**src/rtl/nic_pkg.sv**
```systemverilog
package nic_pkg;

    typedef enum logic [1:0] {
        ST_BASE    = 2'd0,
        ST_HANDLER = 2'd1,
        ST_RETURN  = 2'd2
    } nic_state_e;

endpackage

```
**src/rtl/nic_pend.sv**
```systemverilog
// Pending request latch: sticky set from the lines, cleared by the grant.
module nic_pend #(
    parameter int NSRC = 5,
    parameter int IW   = 3
) (
    input  logic            clk,
    input  logic            rst,
    input  logic [NSRC-1:0] req,
    input  logic            clr_vld,
    input  logic [IW-1:0]   clr_idx,
    output logic [NSRC-1:0] pend
);

    logic [NSRC-1:0] pend_q;
    logic [NSRC-1:0] clr_mask;

    always_comb begin
        clr_mask = '0;
        if (clr_vld) begin
            clr_mask = NSRC'(1) << clr_idx;
        end
    end

    always_ff @(posedge clk) begin
        if (rst) begin
            pend_q <= '0;
        end else begin
            pend_q <= (pend_q | req) & ~clr_mask;
        end
    end

    assign pend = pend_q;

endmodule

```
**src/rtl/nic_arb.sv**
```systemverilog
// Fixed-priority arbiter: highest level wins, lowest index breaks ties.
module nic_arb #(
    parameter int                  NSRC     = 5,
    parameter int                  PW       = 3,
    parameter int                  IW       = 3,
    parameter logic [NSRC*PW-1:0]  SRC_PRIO = '0
) (
    input  logic [NSRC-1:0] pend,
    output logic            any,
    output logic [IW-1:0]   best_idx,
    output logic [PW-1:0]   best_prio
);

    logic [PW-1:0] prio_arr [NSRC];

    for (genvar g = 0; g < NSRC; g++) begin : g_prio
        assign prio_arr[g] = SRC_PRIO[g*PW +: PW];
    end

    always_comb begin
        any       = |pend;
        best_idx  = '0;
        best_prio = '0;
        for (int i = 0; i < NSRC; i++) begin
            if (pend[i] && (prio_arr[i] > best_prio)) begin
                best_prio = prio_arr[i];
                best_idx  = IW'(i);
            end
        end
    end

endmodule

```
**src/rtl/nic_stack.sv**
```systemverilog
// Stack of preempted levels with a sticky overflow flag.
module nic_stack #(
    parameter int DEPTH = 5,
    parameter int PW    = 3
) (
    input  logic          clk,
    input  logic          rst,
    input  logic          push,
    input  logic [PW-1:0] push_lvl,
    input  logic          pop,
    output logic [PW-1:0] top,
    output logic          empty,
    output logic          ovf
);

    localparam int DW = $clog2(DEPTH + 1);

    logic [PW-1:0] mem [DEPTH];
    logic [DW-1:0] depth_q;
    logic          ovf_q;
    logic          full;

    assign empty = (depth_q == '0);
    assign full  = (depth_q == DW'(DEPTH));

    always_comb begin
        top = '0;
        if (!empty) begin
            top = mem[depth_q - 1'b1];
        end
    end

    always_ff @(posedge clk) begin
        if (rst) begin
            depth_q <= '0;
            ovf_q   <= 1'b0;
        end else if (pop) begin
            if (!empty) begin
                depth_q <= depth_q - 1'b1;
            end
        end else if (push) begin
            if (full) begin
                ovf_q <= 1'b1;
            end else begin
                mem[depth_q] <= push_lvl;
                depth_q      <= depth_q + 1'b1;
            end
        end
    end

    assign ovf = ovf_q;

endmodule

```
**src/rtl/nic_fsm.sv**
```systemverilog
// Sequencer: grant, preemption, return and resume.
module nic_fsm
    import nic_pkg::*;
#(
    parameter int             PW         = 3,
    parameter int             IW         = 3,
    parameter int             VW         = 16,
    parameter logic [VW-1:0]  VEC_BASE   = 16'h0040,
    parameter logic [VW-1:0]  VEC_STRIDE = 16'h0010
) (
    input  logic          clk,
    input  logic          rst,
    input  logic          nest_mode,
    input  logic          hdl_done,
    input  logic          any,
    input  logic [IW-1:0] best_idx,
    input  logic [PW-1:0] best_prio,
    input  logic [PW-1:0] stk_top,
    input  logic          stk_empty,
    output logic          push,
    output logic [PW-1:0] push_lvl,
    output logic          pop,
    output logic          grant_vld,
    output logic [IW-1:0] grant_idx,
    output logic [VW-1:0] grant_vec,
    output logic          resume_vld,
    output logic [PW-1:0] act_level
);

    nic_state_e    state_q, state_d;
    logic          grant_ok;
    logic          outranks;
    logic [PW-1:0] lvl_q;

    assign outranks = any && (best_prio > lvl_q);

    // Grant and pop decisions for the current state.
    always_comb begin
        grant_ok = 1'b0;
        pop      = 1'b0;
        unique case (state_q)
            ST_BASE: begin
                grant_ok = any;
            end
            ST_HANDLER: begin
                if (hdl_done) begin
                    pop = 1'b1;
                end else begin
                    grant_ok = nest_mode && outranks;
                end
            end
            ST_RETURN: begin
                grant_ok = nest_mode ? outranks : (any && stk_empty);
            end
            default: begin
                grant_ok = 1'b0;
            end
        endcase
    end

    assign push     = grant_ok;
    assign push_lvl = lvl_q;

    // Next-state logic.
    always_comb begin
        state_d = state_q;
        unique case (state_q)
            ST_BASE: begin
                if (grant_ok) state_d = ST_HANDLER;
            end
            ST_HANDLER: begin
                if (pop) state_d = ST_RETURN;
            end
            ST_RETURN: begin
                if (grant_ok)       state_d = ST_HANDLER;
                else if (stk_empty) state_d = ST_BASE;
                else                state_d = ST_HANDLER;
            end
            default: begin
                state_d = ST_BASE;
            end
        endcase
    end

    // State register.
    always_ff @(posedge clk) begin
        if (rst) begin
            state_q <= ST_BASE;
        end else begin
            state_q <= state_d;
        end
    end

    // Registered outputs.
    always_ff @(posedge clk) begin
        if (rst) begin
            grant_vld  <= 1'b0;
            grant_idx  <= '0;
            grant_vec  <= '0;
            resume_vld <= 1'b0;
            lvl_q      <= '0;
        end else begin
            grant_vld  <= grant_ok;
            resume_vld <= (state_q == ST_RETURN) && !grant_ok;
            if (grant_ok) begin
                grant_idx <= best_idx;
                grant_vec <= VEC_BASE + (VW'(best_idx) * VEC_STRIDE);
                lvl_q     <= best_prio;
            end else if (pop) begin
                lvl_q <= stk_top;
            end
        end
    end

    assign act_level = lvl_q;

endmodule

```
**src/rtl/nest_irq_ctrl.sv**
```systemverilog
module nest_irq_ctrl #(
    parameter int                 NSRC       = 5,
    parameter int                 PW         = 3,
    parameter int                 VW         = 16,
    parameter logic [NSRC*PW-1:0] SRC_PRIO   = {3'd3, 3'd2, 3'd5, 3'd4, 3'd2},
    parameter logic [VW-1:0]      VEC_BASE   = 16'h0040,
    parameter logic [VW-1:0]      VEC_STRIDE = 16'h0010,
    localparam int                IW         = (NSRC > 1) ? $clog2(NSRC) : 1
) (
    input  logic            clk,
    input  logic            rst,
    input  logic            nest_mode,
    input  logic [NSRC-1:0] irq_req,
    input  logic            hdl_done,
    output logic            grant_vld,
    output logic [IW-1:0]   grant_idx,
    output logic [VW-1:0]   grant_vec,
    output logic            resume_vld,
    output logic [PW-1:0]   act_level,
    output logic            stk_ovf
);

    logic [NSRC-1:0] pend;
    logic            any;
    logic [IW-1:0]   best_idx;
    logic [PW-1:0]   best_prio;
    logic            push;
    logic            pop;
    logic [PW-1:0]   push_lvl;
    logic [PW-1:0]   stk_top;
    logic            stk_empty;

    nic_pend #(.NSRC(NSRC), .IW(IW)) u_pend (
        .clk     (clk),
        .rst     (rst),
        .req     (irq_req),
        .clr_vld (push),
        .clr_idx (best_idx),
        .pend    (pend)
    );

    nic_arb #(.NSRC(NSRC), .PW(PW), .IW(IW), .SRC_PRIO(SRC_PRIO)) u_arb (
        .pend      (pend),
        .any       (any),
        .best_idx  (best_idx),
        .best_prio (best_prio)
    );

    nic_stack #(.DEPTH(NSRC), .PW(PW)) u_stack (
        .clk      (clk),
        .rst      (rst),
        .push     (push),
        .push_lvl (push_lvl),
        .pop      (pop),
        .top      (stk_top),
        .empty    (stk_empty),
        .ovf      (stk_ovf)
    );

    nic_fsm #(
        .PW(PW), .IW(IW), .VW(VW),
        .VEC_BASE(VEC_BASE), .VEC_STRIDE(VEC_STRIDE)
    ) u_fsm (
        .clk        (clk),
        .rst        (rst),
        .nest_mode  (nest_mode),
        .hdl_done   (hdl_done),
        .any        (any),
        .best_idx   (best_idx),
        .best_prio  (best_prio),
        .stk_top    (stk_top),
        .stk_empty  (stk_empty),
        .push       (push),
        .push_lvl   (push_lvl),
        .pop        (pop),
        .grant_vld  (grant_vld),
        .grant_idx  (grant_idx),
        .grant_vec  (grant_vec),
        .resume_vld (resume_vld),
        .act_level  (act_level)
    );

endmodule

```
**config.mk**
```make
export PLATFORM = sky130hd
export DESIGN_NAME = nest_irq_ctrl
export DESIGN_NICKNAME = d
export VERILOG_FILES = /design/src/rtl/nic_pkg.sv /design/src/rtl/nic_pend.sv /design/src/rtl/nic_arb.sv /design/src/rtl/nic_stack.sv /design/src/rtl/nic_fsm.sv /design/src/rtl/nest_irq_ctrl.sv
export SDC_FILE = /design/constraint.sdc
export NUM_CORES = 1
export LEC_CHECK = 0
export CAP_MARGIN = 20
export CELL_PAD_IN_SITES_DETAIL_PLACEMENT = 0
export CELL_PAD_IN_SITES_GLOBAL_PLACEMENT = 2
export CORE_ASPECT_RATIO = 1.75
export CORE_MARGIN = 2
export CORE_UTILIZATION = 33
export DETAILED_ROUTE_END_ITERATION = 8
export PLACE_DENSITY = 0.77
export SLEW_MARGIN = 15
export SYNTH_ARGS = -nofsm -noshare
export SYNTH_HDL_FRONTEND = slang
export SYNTH_SLANG_ARGS = --single-unit
```
**constraint.sdc**
```tcl
create_clock -name clk -period 2.9 [get_ports clk]
set_input_delay 0.58 -clock clk [delete_from_list [all_inputs] [get_ports clk]]
set_output_delay 0.58 -clock clk [all_outputs]
set_load 0.01 [all_outputs]
```
==> impl_metrics.csv <==
group,metric,value,unit
timing,hold_ws,0.474,ns
drt,firstDrtPassIters,4,
logic_synthesis,synthCells,175,
grt,grt_overflow,0,
setup_path,critPathCaptureType,"flip-flop",
drt,avgViaCountPerCell,4.90,
power,power,1.96,mW
logic_synthesis,synthTopCellsByArea,"edfxtp_1, dfxtp_1, buf_4",
clock_tree,path_clk_slew,0.08,ns
drt,drt_iter0_markers,23,
logic_synthesis,syn_area,1870,um^2
placed_design,dp_hpwl,3.53,mm
clock_tree,cts_hold_buf,0,
grt,track_usage,0.156,
timing,fmax,0.387,GHz
power,power.density,878,nW/um^2
finish,multi_input_area,862,um^2
logic_synthesis,yosysWarnings,0,
timing,setup_tns,0,ns
status,status,"completed",
clock_tree,clkLatencyLatePin,0.30,ns
setup_path,critPathMaxStageDelay,0.42,ns
logic_synthesis,yosysUniqueCellTypes,48,
drt,wl,4.40,mm
finish,drive_above_1_share,0.140,
timing,setup_viol,0,
grt,grt_pass1_vias,1409,
setup_path,cp_cell_sequence,"inv_1 -> a21oi_1 -> ha_1 -> nand3_1 -> o21ai_0 -> o221ai_1 -> nand2_1 -> nor3_1",
clock_tree,cts-root-buf,"clkbuf_8",
clock_tree,cts_tree,"done",
logic_synthesis,synth_area_leader_cell,"edfxtp_1",
die,rows,36,
timing,min_period,2.58,ns
finish,layout.nets,215,
drt,drc,0,
timing,rsz0062_at_grt,"no",
placed_design,gp_congestion,0.773,
logic_synthesis,syn_avg_cell_area,10.7,um^2
logic_synthesis,synth.most_common_cell,"dfxtp_1",
logic_synthesis,synth_flop_cell,"dfxtp_1",
job,max_cap_violations,0,
finish,fill_cells,611,
setup_path,path_class,"flip-flop to flip-flop",
logic_synthesis,yosysTopAreaCellShare,0.241,
clock_tree,htreeDepth,2,
drt,vias,1352,
grt,grt_antenna_before_repair,0,
die,initial_core_util,0.340,
logic_synthesis,synth_common_cells,"dfxtp_1, buf_4, edfxtp_1, nor2_1, a21oi_1",
logic_synthesis,synth-seq-area-share,0.456,
power,leakagePower,0.851,nW
clock_tree,cts.sinks,35,
setup_path,required,2.85,ns
die,die_x,60.9,um
clock_tree,clock_path_buffers,2,
placed_design,io_buffers,21,
die,design.core.area,5500,um^2
logic_synthesis,async_flop_share,0,
clock_tree,cts_buffers,5,
min_path,min_path_type,"flip-flop to flip-flop",
clock_tree,post_cts_buffers,0,
setup_path,critPathMaxFanout,5,
die,chipHeight,103,um
clock_tree,ctsResizeCount,0,
grt,grt_pass1_wl,7.07,mm
power,peakVddDrop,0.000349,V
finish,seqCellArea,851,um^2
logic_synthesis,ys_ff_latch,35,
timing,skew,0.00560,ns
finish,diodes,0,
die,ioPinCount,34,
setup_path,start_kind,"flip-flop",
grt,grt_max_degree,15,
logic_synthesis,synth_edf_count,15,
timing,post-route-period-util,0.890,
timing,timing.final.hold_violations,0,
drt,wl_per_cell,15.9,um
drt,ant_nets,0,
timing,slew_violations,0,
die,die-area,6300,um^2
finish,syn_to_final_growth,19.4,%
setup_path,cp_slowest_cell,"nor3_1",
setup_path,arrival,2.53,ns
layout by cell type (no fill, tap or decap), types with 5 or more instances in the layout:
cell type        netlist  routed
inv_1                  9       9
nor3_1                 6       6
conb_1                 1      12
buf_4                 15       8
clkdlybuf4s50_1        0      21
edfxtp_1              15      15
a21oi_1               12      12
mux2i_1                5       5
nand3_1                6       6
clkbuf_8               0       5
ha_1                   7       7
dfxtp_1               20      20
nor2_1                15      15
flip-flops by register name, indices dropped and copies added (netlist names):
name / cells
u_stack.depth_q: 3
u_pend.pend: 5
u_fsm.state_q: 2
u_fsm.resume_vld: 1
u_stack.ovf: 1
u_fsm.act_level: 3
u_fsm.grant_vld: 1
u_fsm.grant_vec: 2
u_stack.mem: 15
u_fsm.grant_idx: 2
path summary, 6_finish.rpt:
path / start / to / slack, ns / cells after the start
max: u_pend.pend[1]$_SDFF_PP0_ / u_stack.mem[4][2]$_DFFE_PP_ / 0.32 / 8
min: u_stack.ovf$_SDFFE_PP0P_ / u_stack.ovf$_SDFFE_PP0P_ / 0.47 / 2
max reg2reg: u_pend.pend[1]$_SDFF_PP0_ / u_stack.mem[4][2]$_DFFE_PP_ / 0.32 / 8
min reg2reg: u_stack.ovf$_SDFFE_PP0P_ / u_stack.ovf$_SDFFE_PP0P_ / 0.47 / 2
power by group:
group | switching [mW] | internal [mW] | leakage, nW
registers | 0.0767 | 0.613 | 0.304
clock network | 0.195 | 0.260 | 0.0587
logic | 0.440 | 0.372 | 0.489
metrics by stage:
stage               utilization  setup slack (ns)  instances  instance area, um^2
global route              0.406             0.123        276                 2230
global placement          0.384             0.275        268                 2110
floorplan                     -             0.392        186                 1910
CTS                       0.406             0.328        276                 2230
finish                    0.406             0.318        276                 2230
detailed placement        0.384             0.216        268                 2110
layout make-up:
type	instances	share of cell area
clock buffer	5	0.0309
tap	76	0.0427
sequential	35	0.382
clock inverter	3	0.0213
multi-input combinational	119	0.387
inverter	9	0.0152
timing repair buffer	29	0.121
worst max-delay path: cells and delay by family (launching register included):
| kind | cells | cell delay (ns) |
|---|---|---|
| AO/OA/AOI/OAI | 3 | 0.78 |
| adder cells (fa/ha/maj) | 1 | 0.30 |
| buffers and inverters | 1 | 0.08 |
| flip-flops | 1 | 0.39 |
| AND/OR/NAND/NOR | 3 | 0.70 |
routing by layer:
metal,global-route usage,share of wire,vias up
met5,0,0,-
met4,0.0836,0.032,0
met1,0.149,0.36,639
met2,0.299,0.59,26
li1,-,-,677
met3,0.0286,0.025,10
logic make-up (layout without fill, tap and decap cells):
| logic type | count (synthesis) | in the layout | share of synthesized area |
|---|---|---|---|
| fa+ha+maj | 7 | 7 | 0.0469 |
| compound gates | 39 | 39 | 0.157 |
| mux | 10 | 10 | 0.0751 |
| xor+xnor | 1 | 1 | 0.00872 |
| simple gates | 50 | 50 | 0.150 |
| flops | 35 | 35 | 0.456 |
| other cells | 1 | 12 | 0.00201 |
| buf+inv | 32 | 46 | 0.105 |
(Power assumes the default switching activity.)
